--- src/rtl/imul_pkg.sv ---
// Shared types for the iterative multiplier.
// Assumes: three control states, encoded in two bits.
package imul_pkg;
    typedef enum logic [1:0] {
        ST_IDLE = 2'd0,
        ST_RUN  = 2'd1,
        ST_DONE = 2'd2
    } imul_state_e;
endpackage

--- src/rtl/imul_shreg.sv ---
// Loadable shift register whose direction is chosen by a parameter.
// Assumes: load takes priority over shift; nothing changes while en is low.
module imul_shreg #(
    parameter int W          = 8,
    parameter bit SHIFT_LEFT = 1'b1
) (
    input  logic         clk,
    input  logic         rst_n,
    input  logic         en,
    input  logic         load,
    input  logic [W-1:0] d,
    output logic [W-1:0] q
);
    logic [W-1:0] shifted;

    // Selects the shift direction at elaboration.
    generate
        if (SHIFT_LEFT) begin : g_left
            assign shifted = {q[W-2:0], 1'b0};
        end else begin : g_right
            assign shifted = {1'b0, q[W-1:1]};
        end
    endgenerate

    // Register update: reset, then load, then shift.
    always_ff @(posedge clk) begin
        if (!rst_n)       q <= '0;
        else if (en) begin
            if (load)     q <= d;
            else          q <= shifted;
        end
    end

    p_load_r2: assert property (@(posedge clk) disable iff (!rst_n)
        (en && load) |=> (q == $past(d)));
endmodule

--- src/rtl/imul_acc.sv ---
// Product accumulator with a synchronous clear and an enable.
// Assumes: the caller sizes W so that the sum never overflows.
module imul_acc #(
    parameter int W = 8
) (
    input  logic         clk,
    input  logic         rst_n,
    input  logic         en,
    input  logic         clr,
    input  logic [W-1:0] addend,
    output logic [W-1:0] q
);
    // Accumulate or clear when enabled.
    always_ff @(posedge clk) begin
        if (!rst_n)          q <= '0;
        else if (en) begin
            if (clr)         q <= '0;
            else             q <= q + addend;
        end
    end

    p_hold_r6: assert property (@(posedge clk) disable iff (!rst_n)
        !en |=> $stable(q));
endmodule

--- src/rtl/imul_ctrl.sv ---
// Three-state sequencer: idle, running, result ready.
// Assumes: zero reports an all-zero multiplier register.
module imul_ctrl
    import imul_pkg::*;
(
    input  logic        clk,
    input  logic        rst_n,
    input  logic        start,
    input  logic        zero,
    output logic        load_en,
    output logic        run_en,
    output logic        done,
    output imul_state_e state
);
    imul_state_e nxt;

    // Next-state choice.
    always_comb begin
        nxt = state;
        unique case (state)
            ST_IDLE: if (start) nxt = ST_RUN;
            ST_RUN:  if (zero)  nxt = ST_DONE;
            ST_DONE: if (!start) nxt = ST_IDLE;
            default: nxt = ST_IDLE;
        endcase
    end

    // State register.
    always_ff @(posedge clk) begin
        if (!rst_n) state <= ST_IDLE;
        else        state <= nxt;
    end

    // Moore and Mealy control outputs.
    assign load_en = (state == ST_IDLE) && start;
    assign run_en  = (state == ST_RUN) && !zero;
    assign done    = (state == ST_DONE);

    p_done_drops_r5: assert property (@(posedge clk) disable iff (!rst_n)
        (done && !start) |=> !done);
    p_done_holds_r5: assert property (@(posedge clk) disable iff (!rst_n)
        (done && start) |=> done);
    p_ends_on_zero_r4: assert property (@(posedge clk) disable iff (!rst_n)
        (state == ST_RUN && zero) |=> done);
endmodule

--- src/rtl/iter_mult.sv ---
// Unsigned shift-and-add multiplier that stops early when the multiplier empties.
// Assumes: operands are sampled only on an accepted start.
module iter_mult
    import imul_pkg::*;
#(
    parameter int NA = 4,
    parameter int NB = 4
) (
    input  logic               clk,
    input  logic               rst_n,
    input  logic               start,
    input  logic [NA-1:0]      op_a,
    input  logic [NB-1:0]      op_b,
    output logic [NA+NB-1:0]   prod,
    output logic               done
);
    localparam int PW = NA + NB;

    logic        load_en, run_en, b_zero;
    logic [PW-1:0] a_q;
    logic [NB-1:0] b_q;
    imul_state_e   state;

    assign b_zero = (b_q == '0);

    imul_ctrl u_ctrl (
        .clk(clk), .rst_n(rst_n), .start(start), .zero(b_zero),
        .load_en(load_en), .run_en(run_en), .done(done), .state(state)
    );

    imul_shreg #(.W(PW), .SHIFT_LEFT(1'b1)) u_a (
        .clk(clk), .rst_n(rst_n), .en(load_en | run_en), .load(load_en),
        .d({{NB{1'b0}}, op_a}), .q(a_q)
    );

    imul_shreg #(.W(NB), .SHIFT_LEFT(1'b0)) u_b (
        .clk(clk), .rst_n(rst_n), .en(load_en | run_en), .load(load_en),
        .d(op_b), .q(b_q)
    );

    imul_acc #(.W(PW)) u_acc (
        .clk(clk), .rst_n(rst_n), .en(load_en | (run_en & b_q[0])),
        .clr(load_en), .addend(a_q), .q(prod)
    );

    p_clear_on_start_r2: assert property (@(posedge clk) disable iff (!rst_n)
        (state == ST_IDLE && start) |=> (prod == '0));
    p_result_kept_r6: assert property (@(posedge clk) disable iff (!rst_n)
        done |=> $stable(prod));
    p_idle_quiet_r8: assert property (@(posedge clk) disable iff (!rst_n)
        (state == ST_IDLE && !start) |=> $stable(prod));
endmodule

--- config.mk ---
export PLATFORM = sky130hd
export DESIGN_NAME = iter_mult
export DESIGN_NICKNAME = d
export VERILOG_FILES = /design/src/rtl/imul_pkg.sv /design/src/rtl/imul_shreg.sv /design/src/rtl/imul_acc.sv /design/src/rtl/imul_ctrl.sv /design/src/rtl/iter_mult.sv
export SDC_FILE = /design/constraint.sdc
export NUM_CORES = 1
export LEC_CHECK = 0
export CORE_MARGIN = 5
export CORE_UTILIZATION = 52
export CTS_CLUSTER_SIZE = 25
export DETAILED_ROUTE_END_ITERATION = 10
export GPL_ROUTABILITY_DRIVEN = 1
export PLACE_DENSITY = 0.86
export SETUP_SLACK_MARGIN = 0.1
export SYNTH_ARGS = -nofsm -noshare
export SYNTH_HDL_FRONTEND = slang
export SYNTH_HIERARCHICAL = 1
export SYNTH_SLANG_ARGS = --single-unit
--- constraint.sdc ---
create_clock -name clk -period 2.5 [get_ports clk]
set_input_delay 0.625 -clock clk [delete_from_list [all_inputs] [get_ports clk]]
set_output_delay 0.625 -clock clk [all_outputs]
set_load 0.01 [all_outputs]
==> qor.yml <==
cts_buffer_depth: 2
path_max_fanout: 5
drtIter0Drc: 29
grt-ovfl-total: 0
drive_above_1_share: 0.1145
htreeDepth: 1
wl_mm: 2.935
final_cells: 194
yosysSeqAreaShare: 0.3552
hold_ws_ns: 0.5078
io-pin-count: 20
clk_pin_slew_ns: 0.13
drv_cap: 0
antenna_found_initial: 0
slew-limit-headroom: 0.5896
cts_hold_buf: 0
syn_area_per_cell_um2: 9.117
ys_warn_count: 6
ys_seq_elements: 22
via_count: 1114
crit_required_ns: 1.88
finalSetupTns_ns: 0
drt_pass1_iterations: 4
grt_pass1_wl_mm: 5.030
clock-sinks: 22
ff_latch_area_um2: 440.4
placed_cells: 190
dieWidth_um: 58.83
min_path_type: "reg -> reg"
slew_violations: 0
status: "completed"
worst_slack_ns: 0.4658
fin_crit_ns: 2.034
nNetsFinal: 186
hold_viol_final: 0
fin_worst_skew_ns: 0.005184
cts-root-buf: "clkbuf_4"
end_kind: "output port"
final_cell_area_um2: 1560
p_leak_nw: 0.6198
fin_crit_sh: 0.8137
numPortBuffers: 19
cts_repair_resize_count: 0
ir_worst_vdd_mv: 0.4018
cts_tree: "yes"
final_common_cell: "dfxtp_1"
via_per_inst: 5.742
rsz0062_at_grt: "false"
diodes: 0
fillers: 175
cp-start-kind: "register"
ys_types: 37
grt_pass1_vias: 1153
antenna_left: 0
synth.cell_area_um2: 1240
area_growth_pct: 25.83
synthCells: 136
avgRoutedWirePerCell_um: 15.13
power.density_nw_per_um2: 663.2
globalplace.congestion: 0.8367
clk_latency_ns: 0.31
dieArea_um2: 3461
clock.fmax_ghz: 0.4916
start_util: 0.5499
cp.arrival_ns: 1.41
pre_cts_ws_ns: 0.2577
place_area_um2: 1508
num_rows: 17
final_cell_mix: "dfxtp_1 (22), a21oi_1 (20), clkdlybuf4s50_1 (19)"
core_region_area_um2: 2255
die_h_um: 58.83
grt_max_degree: 20
setup-violations-final: 0
post-route-drc-count: 0
path_class: "reg -> out"
multi_input_area_um2: 789.5
cts_setup_buffers: 0
cts_buffers: 3
grt_util_all_layers: 0.1899
worstMarginPinSlew_ns: 0.6137
dp_hpwl_mm: 2.192
-- cell type report --
cell class | count | area share
flip-flops and latches | 22 | 0.2823
well taps | 28 | 0.02245
inverters | 2 | 0.004812
clock buffers | 3 | 0.01443
repair buffers | 25 | 0.1508
clock inverters | 1 | 0.01925
multi-input cells | 113 | 0.5060
-- flip-flops by register name (all words and copies together) (netlist names) --
name,count
u_b/q,4
u_ctrl/state,2
u_acc/q,8
u_a/q,8
-- report_power, final --
part | total [mW] | leakage, nW | internal (mW) | switching, mW
Combinational | 0.316 | 0.412 | 0.158 | 0.158
Clock | 0.279 | 0.0279 | 0.162 | 0.117
Sequential | 0.440 | 0.180 | 0.396 | 0.0440
-- critical path: stages (launching register included) --
cell	delay [ns]
dfxtp_1	0.42
nor2b_1	0.14
clkdlybuf4s50_1	0.54
-- cell families after synthesis --
group | after synthesis | share of synthesized area
AOI/OAI and AO/OA | 45 | 0.2119
adders and majority gates | 8 | 0.08678
DFF | 22 | 0.3552
buffers and inverters | 4 | 0.02119
other | 1 | 0.003024
muxes | 12 | 0.09788
and+or+nand+nor | 40 | 0.1958
xor gates and xnor gates | 4 | 0.02826
-- final timing paths --
path              cells after the start                 endpoint  slack, ns                          from
setup / recovery                      2                     done       0.47  u_ctrl/state[1]$_SDFFE_PN0P_
hold / removal                        2  u_acc/q[3]$_SDFFE_PN0P_       0.51       u_acc/q[3]$_SDFFE_PN0P_
setup reg to reg                      6  u_acc/q[7]$_SDFFE_PN0P_       0.48         u_a/q[1]$_SDFFE_PN0P_
hold reg to reg                       2  u_acc/q[3]$_SDFFE_PN0P_       0.51       u_acc/q[3]$_SDFFE_PN0P_
-- per-stage QoR --
stage	utilization	total power [mW]
4_1_cts	0.6920	1.033
3_3_place_gp	0.6687	0.7402
6_report	0.6920	1.035
2_1_floorplan	-	0.6482
3_5_place_dp	0.6687	0.7578
5_1_grt	0.6920	1.108
-- layer usage --
layer | wire length, µm | up-vias | GRT usage
met4 | 148 | 0 | 0.1359
met1 | 1281 | 518 | 0.2185
met2 | 1425 | 28 | 0.3186
met5 | 0 | - | 0
met3 | 80 | 16 | 0.02632
li1 | - | 552 | -
-- synthesized netlist by cell type --
cell / count / share of area
inv_1: 2 / 0.0061
a21o_2: 1 / 0.0071
nor4_2: 1 / 0.010
nand4b_1: 2 / 0.014
o21ai_0: 10 / 0.040
or2_1: 1 / 0.0050
ha_1: 7 / 0.071
fa_1: 1 / 0.016
o21bai_1: 1 / 0.0061
a31oi_1: 1 / 0.0050
nor3_2: 1 / 0.0081
nor2b_1: 7 / 0.035
nor3b_1: 1 / 0.0061
dfxtp_1: 22 / 0.36
or2b_1: 1 / 0.0061
a21oi_1: 20 / 0.081
o21ai_2: 1 / 0.0071
xor2_1: 2 / 0.014
nand3_1: 3 / 0.012
o311ai_0: 2 / 0.014
nand2_1: 3 / 0.0091
o21ai_1: 4 / 0.016
nand2b_1: 8 / 0.040
mux2i_1: 11 / 0.089
xnor2_1: 2 / 0.014
mux2_2: 1 / 0.0091
a211oi_2: 1 / 0.010
a21oi_2: 1 / 0.0071
nand3b_1: 2 / 0.012
conb_1: 1 / 0.0030
a21boi_0: 2 / 0.012
or2b_2: 1 / 0.0071
a21o_1: 1 / 0.0061
buf_6: 1 / 0.0091
or4_1: 1 / 0.0061
buf_4: 1 / 0.0061
nor2_1: 8 / 0.024
Power figures use the tool's default switching activity.
